$ cat src/rtl/fst_pkg.sv
// Shared types and the fixed diagnostic program of the self-test sequencer.
// Assumes 32-bit operands moved as two 16-bit halves.
package fst_pkg;

    localparam int HALF_W  = 16;
    localparam int WORD_W  = 2 * HALF_W;
    localparam int OP_W    = 3;
    localparam int NIB_W   = 4;
    localparam int NUM_VEC = 13;
    localparam int VIDX_W  = $clog2(NUM_VEC);

    localparam logic [WORD_W-1:0] PAT_HI1 = 32'hAAAA_AAAA;
    localparam logic [WORD_W-1:0] PAT_LO1 = 32'h5555_5555;
    localparam logic [WORD_W-1:0] F_ONE   = 32'h3F80_0000;
    localparam logic [WORD_W-1:0] ALL_ONE = 32'hFFFF_FFFF;

    typedef enum logic [OP_W-1:0] {
        OP_NONE = 3'd0,
        OP_ADD  = 3'd1,
        OP_SUB  = 3'd2,
        OP_MUL  = 3'd3,
        OP_I2F  = 3'd4,
        OP_ABS  = 3'd5
    } fst_op_e;

    typedef enum logic [1:0] {
        CK_NONE  = 2'd0,
        CK_SPLIT = 2'd1,
        CK_OR    = 2'd2
    } fst_ck_e;

    typedef enum logic [3:0] {
        S_WB_HI, S_WB_LO, S_WA_HI, S_WA_LO, S_WAIT,
        S_UHI, S_ULO, S_CAP, S_CK_HI, S_CK_LO, S_CK_ST, S_DONE
    } fst_state_e;

    typedef struct packed {
        fst_op_e           op;
        logic [WORD_W-1:0] a;
        logic [WORD_W-1:0] b;
        fst_ck_e           ck;
        logic [WORD_W-1:0] want;
        logic              st_en;
        logic [NIB_W-1:0]  st_want;
    } fst_vec_t;

    // Return one step of the program; order follows the test schedule.
    function automatic fst_vec_t fst_vector(input logic [VIDX_W-1:0] idx);
        fst_vec_t v;
        v = '{OP_NONE, '0, '0, CK_NONE, '0, 1'b0, '0};
        case (idx)
            4'd0:  v = '{OP_ADD, PAT_HI1, '0,      CK_SPLIT, PAT_HI1, 1'b1, 4'hE};
            4'd1:  v = '{OP_ADD, PAT_LO1, '0,      CK_SPLIT, PAT_LO1, 1'b1, 4'hE};
            4'd2:  v = '{OP_ADD, '0,      PAT_LO1, CK_SPLIT, PAT_LO1, 1'b1, 4'hE};
            4'd3:  v = '{OP_ADD, '0,      PAT_HI1, CK_SPLIT, PAT_HI1, 1'b1, 4'hE};
            4'd4:  v = '{OP_SUB, PAT_LO1, PAT_LO1, CK_OR,    '0,      1'b0, 4'h0};
            4'd5:  v = '{OP_MUL, PAT_HI1, F_ONE,   CK_SPLIT, PAT_HI1, 1'b0, 4'h0};
            4'd6:  v = '{OP_MUL, PAT_LO1, F_ONE,   CK_SPLIT, PAT_LO1, 1'b0, 4'h0};
            4'd7:  v = '{OP_MUL, F_ONE,   PAT_HI1, CK_SPLIT, PAT_HI1, 1'b0, 4'h0};
            4'd8:  v = '{OP_MUL, F_ONE,   PAT_LO1, CK_SPLIT, PAT_LO1, 1'b1, 4'hE};
            4'd9:  v = '{OP_ADD, ALL_ONE, ALL_ONE, CK_NONE,  '0,      1'b1, 4'h2};
            4'd10: v = '{OP_I2F, 32'h2,   32'h2,   CK_SPLIT, 32'h4000_0000, 1'b0, 4'h0};
            4'd11: v = '{OP_ABS, 32'h5555, 32'hAAAA, CK_SPLIT, 32'h5555, 1'b0, 4'h0};
            4'd12: v = '{OP_ABS, 32'hAAAA, 32'h5555, CK_SPLIT, 32'h5555, 1'b0, 4'h0};
            default: v = '{OP_NONE, '0, '0, CK_NONE, '0, 1'b0, '0};
        endcase
        return v;
    endfunction

endpackage

$ cat src/rtl/fst_vec_rom.sv
// Program store: maps a step index to its operands, opcode and expectations.
// Assumes idx stays below NUM_VEC; other values yield an inert step.
module fst_vec_rom
    import fst_pkg::*;
(
    input  logic [VIDX_W-1:0] idx,
    output fst_vec_t          vec
);

    // Decode the current step from the computed program.
    always_comb vec = fst_vector(idx);

endmodule

$ cat src/rtl/fst_seq.sv
// Bus sequencer: writes operands, waits, unloads the result, captures it
// with status, then walks three check phases per step and loops the program.
// Assumes the datapath presents each result half one cycle after its strobe.
module fst_seq
    import fst_pkg::*;
#(
    parameter int WAIT_CYC = 5
) (
    input  logic              clk,
    input  logic              rst_n,
    input  fst_op_e           vec_op,
    input  logic [WORD_W-1:0] vec_a,
    input  logic [WORD_W-1:0] vec_b,
    input  logic [HALF_W-1:0] fp_rdata,
    input  logic [NIB_W-1:0]  fp_status,
    output logic              fp_wr,
    output logic              fp_wsel,
    output logic [HALF_W-1:0] fp_wdata,
    output logic [OP_W-1:0]   fp_op,
    output logic              fp_unload,
    output logic              fp_unload_hi,
    output logic [VIDX_W-1:0] vec_idx,
    output logic [WORD_W-1:0] res_word,
    output logic [NIB_W-1:0]  res_stat,
    output logic              ck_hi,
    output logic              ck_lo,
    output logic              ck_st,
    output logic              pass_done
);

    localparam int WAIT_W = (WAIT_CYC > 1) ? $clog2(WAIT_CYC) : 1;
    localparam logic [WAIT_W-1:0] WAIT_LAST = WAIT_W'(WAIT_CYC - 1);
    localparam logic [VIDX_W-1:0] IDX_LAST  = VIDX_W'(NUM_VEC - 1);

    fst_state_e        state;
    logic [WAIT_W-1:0] wait_cnt;

    // Advance the program state, the idle counter and the step index.
    always_ff @(posedge clk) begin
        if (!rst_n) begin
            state    <= S_WB_HI;
            wait_cnt <= '0;
            vec_idx  <= '0;
        end else begin
            case (state)
                S_WB_HI: state <= S_WB_LO;
                S_WB_LO: state <= S_WA_HI;
                S_WA_HI: state <= S_WA_LO;
                S_WA_LO: begin
                    state    <= S_WAIT;
                    wait_cnt <= '0;
                end
                S_WAIT: begin
                    if (wait_cnt == WAIT_LAST) state <= S_UHI;
                    else wait_cnt <= wait_cnt + 1'b1;
                end
                S_UHI:   state <= S_ULO;
                S_ULO:   state <= S_CAP;
                S_CAP:   state <= S_CK_HI;
                S_CK_HI: state <= S_CK_LO;
                S_CK_LO: state <= S_CK_ST;
                S_CK_ST: begin
                    if (vec_idx == IDX_LAST) begin
                        state <= S_DONE;
                    end else begin
                        vec_idx <= vec_idx + 1'b1;
                        state   <= S_WB_HI;
                    end
                end
                S_DONE: begin
                    vec_idx <= '0;
                    state   <= S_WB_HI;
                end
                default: state <= S_WB_HI;
            endcase
        end
    end

    // Capture the two result halves and the status once each is valid.
    always_ff @(posedge clk) begin
        if (!rst_n) begin
            res_word <= '0;
            res_stat <= '0;
        end else begin
            if (state == S_ULO) res_word[WORD_W-1:HALF_W] <= fp_rdata;
            if (state == S_CAP) begin
                res_word[HALF_W-1:0] <= fp_rdata;
                res_stat             <= fp_status;
            end
        end
    end

    // Drive the operand bus from the current write phase.
    always_comb begin
        fp_wdata = '0;
        case (state)
            S_WB_HI: fp_wdata = vec_b[WORD_W-1:HALF_W];
            S_WB_LO: fp_wdata = vec_b[HALF_W-1:0];
            S_WA_HI: fp_wdata = vec_a[WORD_W-1:HALF_W];
            S_WA_LO: fp_wdata = vec_a[HALF_W-1:0];
            default: fp_wdata = '0;
        endcase
    end

    // Strobes and phase flags decoded from the state.
    always_comb begin
        fp_wr        = (state == S_WB_HI) || (state == S_WB_LO) ||
                       (state == S_WA_HI) || (state == S_WA_LO);
        fp_wsel      = (state == S_WA_HI) || (state == S_WA_LO);
        fp_op        = (state == S_WA_HI) ? vec_op : OP_NONE;
        fp_unload    = (state == S_UHI) || (state == S_ULO);
        fp_unload_hi = (state == S_UHI);
        ck_hi        = (state == S_CK_HI);
        ck_lo        = (state == S_CK_LO);
        ck_st        = (state == S_CK_ST);
        pass_done    = (state == S_DONE);
    end

endmodule

$ cat src/rtl/fst_judge.sv
// Comparator: raises one fault pulse per failed check phase of a step.
// Assumes exactly one of ck_hi, ck_lo, ck_st is high at a time.
module fst_judge
    import fst_pkg::*;
(
    input  fst_ck_e           ck_kind,
    input  logic [WORD_W-1:0] want,
    input  logic              st_en,
    input  logic [NIB_W-1:0]  st_want,
    input  logic [WORD_W-1:0] res_word,
    input  logic [NIB_W-1:0]  res_stat,
    input  logic              ck_hi,
    input  logic              ck_lo,
    input  logic              ck_st,
    output logic              fault
);

    logic hi_bad, lo_bad, or_bad, st_bad;

    // Evaluate every comparison, then select by the active phase.
    always_comb begin
        hi_bad = res_word[WORD_W-1:HALF_W] != want[WORD_W-1:HALF_W];
        lo_bad = res_word[HALF_W-1:0] != want[HALF_W-1:0];
        or_bad = (res_word[WORD_W-1:HALF_W] | res_word[HALF_W-1:0]) != '0;
        st_bad = st_en && (res_stat != st_want);
        fault  = (ck_hi && (((ck_kind == CK_SPLIT) && hi_bad) ||
                            ((ck_kind == CK_OR) && or_bad))) ||
                 (ck_lo && (ck_kind == CK_SPLIT) && lo_bad) ||
                 (ck_st && st_bad);
    end

endmodule

$ cat src/rtl/fst_fault_cnt.sv
// Saturating fault counter, cleared at the start of every pass.
// Assumes clr and inc are never high together.
module fst_fault_cnt #(
    parameter int CNT_W = 8
) (
    input  logic             clk,
    input  logic             rst_n,
    input  logic             clr,
    input  logic             inc,
    output logic [CNT_W-1:0] count
);

    logic [CNT_W-1:0] bumped;

    // Next value; a wrap to zero means the count was already full.
    always_comb bumped = count + 1'b1;

    // Hold, clear or step the count.
    always_ff @(posedge clk) begin
        if (!rst_n)                      count <= '0;
        else if (clr)                    count <= '0;
        else if (inc && (bumped != '0))  count <= bumped;
    end

endmodule

$ cat src/rtl/fpu_selftest.sv
// Top of the floating-point self-test sequencer: program store, bus
// sequencer, comparator and saturating fault counter.
// Assumes an external datapath on the 16-bit bus answers every unload.
module fpu_selftest
    import fst_pkg::*;
#(
    parameter int WAIT_CYC = 5,
    parameter int CNT_W    = 8
) (
    input  logic              clk,
    input  logic              rst_n,
    output logic              fp_wr,
    output logic              fp_wsel,
    output logic [15:0]       fp_wdata,
    output logic [2:0]        fp_op,
    output logic              fp_unload,
    output logic              fp_unload_hi,
    input  logic [15:0]       fp_rdata,
    input  logic [3:0]        fp_status,
    output logic [CNT_W-1:0]  fault_count,
    output logic              pass_done
);

    logic [VIDX_W-1:0] vec_idx;
    fst_vec_t          vec;
    logic [WORD_W-1:0] res_word;
    logic [NIB_W-1:0]  res_stat;
    logic              ck_hi, ck_lo, ck_st, fault;

    fst_vec_rom u_rom (
        .idx (vec_idx),
        .vec (vec)
    );

    fst_seq #(.WAIT_CYC(WAIT_CYC)) u_seq (
        .clk          (clk),
        .rst_n        (rst_n),
        .vec_op       (vec.op),
        .vec_a        (vec.a),
        .vec_b        (vec.b),
        .fp_rdata     (fp_rdata),
        .fp_status    (fp_status),
        .fp_wr        (fp_wr),
        .fp_wsel      (fp_wsel),
        .fp_wdata     (fp_wdata),
        .fp_op        (fp_op),
        .fp_unload    (fp_unload),
        .fp_unload_hi (fp_unload_hi),
        .vec_idx      (vec_idx),
        .res_word     (res_word),
        .res_stat     (res_stat),
        .ck_hi        (ck_hi),
        .ck_lo        (ck_lo),
        .ck_st        (ck_st),
        .pass_done    (pass_done)
    );

    fst_judge u_judge (
        .ck_kind  (vec.ck),
        .want     (vec.want),
        .st_en    (vec.st_en),
        .st_want  (vec.st_want),
        .res_word (res_word),
        .res_stat (res_stat),
        .ck_hi    (ck_hi),
        .ck_lo    (ck_lo),
        .ck_st    (ck_st),
        .fault    (fault)
    );

    fst_fault_cnt #(.CNT_W(CNT_W)) u_cnt (
        .clk   (clk),
        .rst_n (rst_n),
        .clr   (pass_done),
        .inc   (fault),
        .count (fault_count)
    );

endmodule

$ cat config.mk
export PLATFORM = sky130hd
export DESIGN_NAME = fpu_selftest
export DESIGN_NICKNAME = d
export VERILOG_FILES = /design/src/rtl/fst_pkg.sv /design/src/rtl/fst_vec_rom.sv /design/src/rtl/fst_seq.sv /design/src/rtl/fst_judge.sv /design/src/rtl/fst_fault_cnt.sv /design/src/rtl/fpu_selftest.sv
export SDC_FILE = /design/constraint.sdc
export NUM_CORES = 1
export LEC_CHECK = 0
export ABC_AREA = 1
export BUFFER_PORTS_ARGS = -buffer_cell sky130_fd_sc_hd__buf_2
export CORE_AREA = 3 3 96 98
export CTS_BUF_LIST = sky130_fd_sc_hd__clkbuf_8
export CTS_CLUSTER_SIZE = 40
export DETAILED_ROUTE_END_ITERATION = 7
export DIE_AREA = 0 0 99 101
export GPL_TIMING_DRIVEN = 0
export PLACE_DENSITY = 0.75
export SLEW_MARGIN = 20
export SYNTH_ARGS = -nofsm -noshare
export SYNTH_HDL_FRONTEND = slang
export SYNTH_SLANG_ARGS = --single-unit
$ cat constraint.sdc
create_clock -name clk -period 3.05 [get_ports clk]
set_input_delay 0.1525 -clock clk [delete_from_list [all_inputs] [get_ports clk]]
set_output_delay 0.1525 -clock clk [all_outputs]
set_load 0.05 [all_outputs]
==> results.yml, run 1 <==
run_status:
  run_status: "completed"
synth:
  syn_inst: 516
  yosysUniqueCellTypes: 41
  synth_seq_cells: 80
  netlist_area_um2: 3787
  synth-simple-area-share_pct: 29.50
  yosys-top-cells-count: "nor2_1, nand2_1, dfxtp_1"
  synthArstFlopShare_pct: 0
  ys_seq_area_share_pct: 42.29
  synth_top_family_by_area: "simple AND/OR/NAND/NOR gates"
  synth_compound_area_share_pct: 13.31
  synth-main-ff-cell: "dfxtp_1"
  yosysTopAreaCellShare_pct: 42.29
  synthXorXnorAreaFrac_pct: 2.081
  synth_most_common_cell: "nor2_1"
  netlist_top_cells_area: "dfxtp_1, nor2_1, nand2_1, o21ai_0, inv_1"
  yosys_warnings: 0
  synthMuxAreaShare_pct: 0
  avgSynthCellArea_um2: 7.340
  synth_nets: 550
  synth_top_area_cell: "dfxtp_1"
  synth-edff-count: 0
  synthAdderAreaFrac_pct: 3.964
power_and_ir_drop:
  peakVddDrop_mv: 0.2484
  powerDensity_nw_per_um2: 454.8
  p_leak_nw: 2.124
timing:
  fmax_mhz: 418.6
  fin_setup_tns_ps: 0
  slew_violations: 0
  period_needed_ps: 2389
  slew_headroom_pct: 58.60
  tightest_slew_ps: 616.8
  hold_viol_final: 0
  clock_skew_ps: 10.10
  layout_worst_path_cycle_share_pct: 78.32
  setup_viol: 0
  rsz0062_at_grt: "false"
  fin_ws_ps: 661.3
grt:
  antenna_found_initial: 0
  grtUsageTotal_pct: 18.13
  grt_overflow: 0
  grt_max_degree: 15
  grt_pass1_vias: 3277
  grt_pass1_wl_um: 14890
clocking:
  clockRootBuffer: "clkbuf_8"
  ctsHoldBuffers: 0
  clk_path_buf_depth: 2
  cts_resized: 0
  worstSkewPairLatency_ps: 350
  cts_num_sinks: 80
  cts_buffers: 9
  path_clk_slew_ps: 80
  cts_tree: "yes"
  htree_num_levels: 3
  post_cts_buffers: 0
cells_and_area:
  fill_cells: 835
  stdcell_count: 693
  antenna_cells: 0
  seq_area_um2: 1602
  multi_input_area_um2: 1851
  nets: 614
  syn_to_final_growth_pct: 15.13
  drive_above_1_share_pct: 17.78
worst_hold_path:
  hold_depth: 3
  hp-class: "in2reg"
setup_path:
  crit_type: "reg2reg"
  crit_arrival_ps: 2610
  cp.required_ps: 3280
  end_kind: "flip-flop"
  reg2reg_depth: 9
  crit_fanout: 9
  startpoint_type: "flip-flop"
placed_design:
  place.gp.congestion: 0.8942
  dp.cells: 677
  dp_hpwl_um: 6832
  pre_cts_slack_ps: 686.3
  io_buffers: 53
floorplan:
  dieArea_um2: 9999
  design.core.area_um2: 8551
  ios: 54
  initial_core_util_pct: 44.29
  die_height_um: 101
  row_count: 34
  dieWidth_um: 99
drt:
  drtIter0Drc: 152
  via_count: 3435
  firstDrtPassIters: 5
  ant_nets: 0
  routedWlPerCell_um: 12.76
  drc: 0
  totalWireLength_um: 8843
  vias_per_cell: 4.957
run:
  drv_cap: 0
## stage by stage
| stage | utilization (%) | power, W | cell area [um^2] | hold WS, ps |
|---|---|---|---|---|
| floorplan | - | 0.001251 | 3787 | 287.4 |
| global placement | 48.98 | 0.001310 | 4188 | 382.6 |
| detailed placement | 48.98 | 0.001315 | 4188 | 395.4 |
| CTS | 51.00 | 0.001994 | 4360 | 23.94 |
| global route | 51.00 | 0.002064 | 4360 | 45.33 |
| finish | 51.00 | 0.001983 | 4360 | 32.82 |
## layout by cell type (no fill, tap or decap), drive strengths merged
master,instances
a21o,1
inv,52
nand4,5
or2,2
a221o,4
o21ai,46
a22o,3
a21oi,25
clkinv,4
o31ai,2
a21boi,1
dfxtp,80
clkinvlp,3
clkbuf,17
nand3b,3
nand2,92
xnor2,3
ha,12
nor4,2
buf,67
o211ai,3
xor2,6
nand3,30
nor3,9
and3,3
o21bai,2
nor2,108
## layout make-up
type	count	share of cell area (%)
clock buffer	9	2.841
buffer	22	3.214
multi-input combinational	362	42.44
inverter	52	4.476
sequential	80	36.73
tap	108	3.099
timing repair buffer	53	6.083
clock inverter	7	1.119
## critical path, cell delays in order (launching register included)
cell and delay (ps):
dfxtp_1 340, inv_1 80, ha_1 200, nand3_1 190, nand2_4 130, o21ai_1 520, ha_1 370, or2_4 270
nand2_2 80, o211ai_1 80
## cell families (layout without fill, tap and decap cells)
kind of cell,count (synthesis),in the layout
xor gates and xnor gates,9,9
buffers and inverters,74,143
AOI/OAI and AO/OA,87,87
adders and majority gates,12,12
and+or+nand+nor,254,254
DFF,80,80
## metal layers
| layer | GRT usage, % | part of all wire, % | vias up |
|---|---|---|---|
| met5 | 0 | 0 | - |
| met4 | 6.092 | 1.3 | 0 |
| met3 | 3.806 | 5.3 | 11 |
| met2 | 29.70 | 48 | 89 |
| met1 | 23.82 | 46 | 1547 |
| li1 | - | - | 1788 |
## power breakdown
group	switching [W]	internal [W]	total [W]
registers	0.0000101	0.00106	0.00107
logic	0.000161	0.0000650	0.000226
clock network	0.000396	0.000295	0.000691
## path summary, 6_finish.rpt
| path | from | endpoint | slack, ps |
|---|---|---|---|
| max | u_seq.vec_idx[0] | u_rom.vec[19] | 660 |
| min | fp_status[2] | u_seq.res_stat[2] | 30 |
| max reg2reg | u_seq.vec_idx[0] | u_rom.vec[19] | 660 |
| min reg2reg | u_seq.res_stat[0] | u_seq.res_stat[0] | 470 |
## flip-flops by register name, summed over array words and instances (netlist names)
signal          cells
u_cnt.count         8
u_seq.res_stat      4
u_rom.vec          25
u_seq.vec_idx       4
u_seq.state         4
u_seq.wait_cnt      3
u_seq.res_word     32
Note: power is estimated with default switching activity, not from simulation.
==> inputs of run 2 (changes only) <==
==> constraint.sdc (replaced) <==
create_clock -name clk -period 2.5 [get_ports clk]
set_input_delay 0.125 -clock clk [delete_from_list [all_inputs] [get_ports clk]]
set_output_delay 0.125 -clock clk [all_outputs]
set_load 0.05 [all_outputs]
==> results.yml, run 2 (synthesized netlist as in run 1, its figures left out) <==
cells_and_area:
  fill_cells: 823
  syn_to_final_growth_pct: 17.41
  final_common_cell: "nor2_1"
  stdcell_count: 696
  drive_above_1_share_pct: 18.20
  largest_reg_flops: 32
  regMostFlops: "u_seq.res_word"
  antenna_cells: 0
  nets: 617
  layout_common_cells: "nor2_1, nand2_1, dfxtp_1, buf_2, inv_1"
placed_design:
  pre_cts_slack_ps: 143.0
  io_buffers: 53
  place.gp.congestion: 0.8909
  dp_hpwl_um: 6792
  dp.cells: 677
setup_path:
  cp.required_ps: 2730
  r2r_slack_ps: 200
  reg2reg_depth: 10
  critPathMaxStageDelay_ps: 350
  crit_fanout: 7
  slowest_stage: "ha_1"
  worstReg2RegEnd: "u_rom.vec[19]"
  end_kind: "flip-flop"
  worstPathCellList: "inv_1, ha_1, nand3_1, nand2_4, xor2_1, nand2_2, ha_1, or2_4, nand2_2, o211ai_1"
  crit_arrival_ps: 2530
  startpoint_type: "flip-flop"
  crit_family: "simple AND/OR/NAND/NOR gates"
  r2r_start: "u_seq.vec_idx[0]"
  crit_type: "reg2reg"
  crit_buf_inv: 1
timing:
  hold_viol_final: 0
  tightest_slew_ps: 451.1
  setup_viol: 0
  period_needed_ps: 2296
  slew_violations: 0
  fmax_mhz: 435.6
  fin_setup_tns_ps: 0
  slew_headroom_pct: 69.93
  clock_skew_ps: 11.44
  rsz0062_at_grt: "false"
  layout_worst_path_cycle_share_pct: 91.84
  fin_ws_ps: 204.1
clocking:
  clk_path_buf_depth: 2
  htree_num_levels: 3
  cts_num_sinks: 80
  path_clk_slew_ps: 80
  clockRootBuffer: "clkbuf_8"
  cts_tree: "yes"
  worstSkewPairLatency_ps: 360
  cts_buffers: 9
power_and_ir_drop:
  p_comb_share_pct: 10.5
  switching_share_pct: 26.58
  powerDensity_nw_per_um2: 592.2
  clock_power_share_pct: 40.1
  peakVddDrop_mv: 0.2805
  power_w: 0.002633
  pwr-share-seq_pct: 49.4
  p_sw_w: 0.0006998
  p_int_w: 0.001934
  p_leak_nw: 2.163
drt:
  firstDrtPassIters: 4
  vias_per_cell: 5.020
  drc: 0
  routedWlPerCell_um: 12.86
  totalWireLength_um: 8952
  via_count: 3494
  drtIter0Drc: 222
  ant_nets: 0
run:
  drv_cap: 0
grt:
  antenna_found_initial: 0
  grt_pass1_wl_um: 14700
  grt_pass1_vias: 3188
  grt_max_degree: 15
  grtUsageTotal_pct: 18.24
  grt_overflow: 0
worst_hold_path:
  worstHoldStart: "fp_status[3]"
  hp-class: "in2reg"
  min_to: "u_seq.res_stat[3]"
  hold_depth: 3
floorplan:
  ios: 54
  die_height_um: 101
  design.core.area_um2: 8551
  initial_core_util_pct: 44.29
  dieArea_um2: 9999
  dieWidth_um: 99
  row_count: 34
run_status:
  run_status: "completed"
==> run 2: final cells by class <==
| cell class | count | area [um^2] | area share, % |
|---|---|---|---|
| Clock buffer | 9 | 123.9 | 2.786 |
| Inverter | 52 | 195.2 | 4.389 |
| Tap cell | 108 | 135.1 | 3.039 |
| Multi-Input combinational cell | 362 | 1859 | 41.81 |
| Buffer | 22 | 140.1 | 3.151 |
| Timing Repair Buffer | 56 | 295.3 | 6.640 |
| Sequential cell | 80 | 1602 | 36.02 |
| Clock inverter | 7 | 96.34 | 2.167 |
==> run 2: metal layers <==
| layer | GRT usage [%] | share of wire, % | wire length, um |
|---|---|---|---|
| met1 | 23.57 | 46 | 4083 |
| met2 | 29.70 | 49 | 4358 |
| met3 | 3.668 | 3.9 | 352 |
| met4 | 7.668 | 1.8 | 158 |
| met5 | 0 | 0 | 0 |
==> run 2: worst reg2reg max path: cells and delay by family (launching register included) <==
kind                     cells  cell delay (ps)
AO/OA/AOI/OAI                1               80
XOR/XNOR                     1              230
adder cells (fa/ha/maj)      2              520
buffers and inverters        1              100
AND/OR/NAND/NOR              5              920
flip-flops                   1              320
==> run 2: worst max path at each step <==
stage	start	slack, ps	depth (start not counted)	endpoint
final	u_seq.vec_idx[0]	200	10	u_rom.vec[19]
after global routing	u_seq.state[2]	70	7	fp_wdata[14]
after CTS	u_seq.vec_idx[0]	130	9	u_rom.vec[19]
after detailed placement	u_seq.vec_idx[0]	140	9	u_rom.vec[19]
after global placement	u_seq.vec_idx[0]	150	9	u_rom.vec[19]
after floorplan	u_seq.state[2]	200	6	fp_wdata[14]
==> run 2: per-stage QoR <==
step	area [um^2]	util, %	hold WS (ps)
floorplan	3790	-	259.9
global placement	4190	49.00	354.2
detailed placement	4190	49.00	361.7
CTS	4441	51.93	0.4829
global route	4447	52.00	17.81
finish	4447	52.00	13.38
==> run 2: what timing repair did <==
action	CTS	global route
endpoints found under the setup margin	0	3
gates resized for setup	0	2
endpoints found under the hold margin	4	0
hold buffers	3	0
setup buffers	0	0
==> run 2: power by group through the flow <==
| stage | combinational (W) | clock [W] | sequential (W) |
|---|---|---|---|
| 3_3_place_gp | 0.000270 | 0 | 0.00133 |
| 2_1_floorplan | 0.000200 | 0 | 0.00133 |
| 4_1_cts | 0.000277 | 0.00107 | 0.00130 |
| 5_1_grt | 0.000301 | 0.00112 | 0.00130 |
| 3_5_place_dp | 0.000272 | 0 | 0.00133 |
| 6_report | 0.000278 | 0.00106 | 0.00130 |
==> inputs of run 3 (changes only) <==
--- a/config.mk
+++ b/config.mk
@@ -13,6 +13,7 @@
 export DETAILED_ROUTE_END_ITERATION = 7
 export DIE_AREA = 0 0 99 101
 export GPL_TIMING_DRIVEN = 0
+export MAX_ROUTING_LAYER = met4
 export PLACE_DENSITY = 0.75
 export SLEW_MARGIN = 20
 export SYNTH_ARGS = -nofsm -noshare
==> results.yml, run 3 (synthesized netlist as in run 1, its figures left out) <==
drt:
  drc: 0
  vias_per_cell: 5.080
  ant_nets: 0
  totalWireLength_um: 8885
  via_count: 3536
  firstDrtPassIters: 5
  routedWlPerCell_um: 12.77
  drtIter0Drc: 251
grt:
  grt_overflow: 0
  grt_max_degree: 15
  antenna_found_initial: 0
  grt_pass1_wl_um: 14900
  grt_pass1_vias: 3212
  grtUsageTotal_pct: 19.04
timing:
  fin_setup_tns_ps: 0
  layout_worst_path_cycle_share_pct: 89.93
  hold_viol_final: 0
  fmax_mhz: 444.8
  setup_viol: 0
  slew_headroom_pct: 69.19
  slew_violations: 0
  clock_skew_ps: 6.899
  period_needed_ps: 2248
  rsz0062_at_grt: "false"
  tightest_slew_ps: 462.1
  hold_ws_ps: 2.591
setup_path:
  critPathMaxStageDelay_ps: 360
  crit_fanout: 7
  end_kind: "flip-flop"
  worstPathCellList: "inv_1, ha_1, nand3_1, nand2_4, xor2_1, nand2_2, ha_1, or2_4, nand2_2, o211ai_1"
  reg2reg_depth: 10
  worstReg2RegEnd: "u_rom.vec[19]"
  r2r_slack_ps: 250
  crit_family: "simple AND/OR/NAND/NOR gates"
  crit_buf_inv: 1
  startpoint_type: "flip-flop"
  slowest_stage: "ha_1"
  cp.required_ps: 2740
  crit_type: "reg2reg"
  r2r_start: "u_seq.vec_idx[0]"
  crit_arrival_ps: 2490
clocking:
  cts_num_sinks: 80
  htree_num_levels: 3
  cts_buffers: 9
  post_cts_buffers: 0
  clk_path_buf_depth: 2
  clockRootBuffer: "clkbuf_8"
  cts_tree: "yes"
  worstSkewPairLatency_ps: 360
  path_clk_slew_ps: 80
placed_design:
  dp.cells: 677
  io_buffers: 53
  place.gp.congestion: 0.9054
  dp_hpwl_um: 6646
  placed_area_um2: 4190
floorplan:
  design.core.area_um2: 8551
  row_count: 34
  dieArea_um2: 9999
  die_height_um: 101
  dieWidth_um: 99
  initial_core_util_pct: 44.29
  ios: 54
power_and_ir_drop:
  p_comb_share_pct: 10.1
  pwr-share-seq_pct: 47.4
  switching_share_pct: 25.79
  p_int_w: 0.002036
  p_sw_w: 0.0007077
  peakVddDrop_mv: 0.2294
  p_leak_nw: 2.177
  powerDensity_nw_per_um2: 614.0
  clock_power_share_pct: 42.5
worst_hold_path:
  hp-class: "in2reg"
  min_to: "u_seq.res_stat[3]"
  worstHoldStart: "fp_status[3]"
  hold_depth: 3
run:
  drv_cap: 0
cells_and_area:
  final_area_um2: 4469
  antenna_cells: 0
  regMostFlops: "u_seq.res_word"
  syn_to_final_growth_pct: 18.00
  drive_above_1_share_pct: 18.20
  largest_reg_flops: 32
  stdcell_count: 696
  layout_common_cells: "nor2_1, nand2_1, dfxtp_1, buf_2, inv_1"
  final_core_util_pct: 52.27
  nets: 617
  final_common_cell: "nor2_1"
run_status:
  run_status: "completed"
[run 3: repair_timing]
item                                   in CTS  in global routing
setup endpoints to repair                   0                  5
resized for setup                           0                  2
endpoints found under the hold margin       4                  0
hold buffers                                3                  0
[run 3: stage by stage]
step | total power [W] | setup WS, ps
6_report | 0.002744 | 251.8
5_1_grt | 0.002833 | 85.32
4_1_cts | 0.002754 | 163.3
3_5_place_dp | 0.001601 | 163.7
3_3_place_gp | 0.001599 | 148.1
2_1_floorplan | 0.001527 | 196.2
[run 3: layer usage]
| metal | GRT usage [%] | vias up | routed length, um | share of wire [%] |
|---|---|---|---|---|
| met2 | 28.98 | 98 | 4179 | 47 |
| met1 | 24.90 | 1625 | 4026 | 45 |
| li1 | - | 1797 | - | - |
| met5 | - | - | 0 | 0 |
| met4 | 7.983 | 0 | 201 | 2.3 |
| met3 | 3.529 | 16 | 477 | 5.4 |
[run 3: cell type report]
class,instances,area [um^2]
plain buffers,22,140.1
multi-input cells,362,1859
flip-flops and latches,80,1602
repair buffers,56,295.3
inverters,52,195.2
clock inverters,7,118.9
clock buffers,9,123.9
fillers,802,4081
well taps,108,135.1
[run 3: how the worst max path moves through the flow]
| stage | from | end | cells after the start |
|---|---|---|---|
| after floorplan | u_seq.state[2] | fp_wdata[14] | 6 |
| after global routing | u_seq.state[3] | u_rom.vec[86] | 12 |
| final | u_seq.vec_idx[0] | u_rom.vec[19] | 10 |
| after detailed placement | u_seq.vec_idx[0] | u_rom.vec[19] | 9 |
| after global placement | u_seq.vec_idx[0] | u_rom.vec[19] | 9 |
| after CTS | u_seq.vec_idx[0] | u_rom.vec[19] | 9 |
[run 3: worst register-to-register path, cell delays in order, from the launching register on]
cell and delay (ps):
dfxtp_1 320, inv_1 100, ha_1 150, nand3_1 190, nand2_4 210, xor2_1 230
nand2_2 150, ha_1 360, or2_4 270, nand2_2 80, o211ai_1 80
[run 3: power by group through the flow]
stage	clock network [W]	registers (W)	logic, W
6_report	0.00117	0.00130	0.000277
5_1_grt	0.00123	0.00130	0.000301
3_3_place_gp	0	0.00133	0.000270
2_1_floorplan	0	0.00133	0.000200
3_5_place_dp	0	0.00133	0.000272
4_1_cts	0.00118	0.00130	0.000277
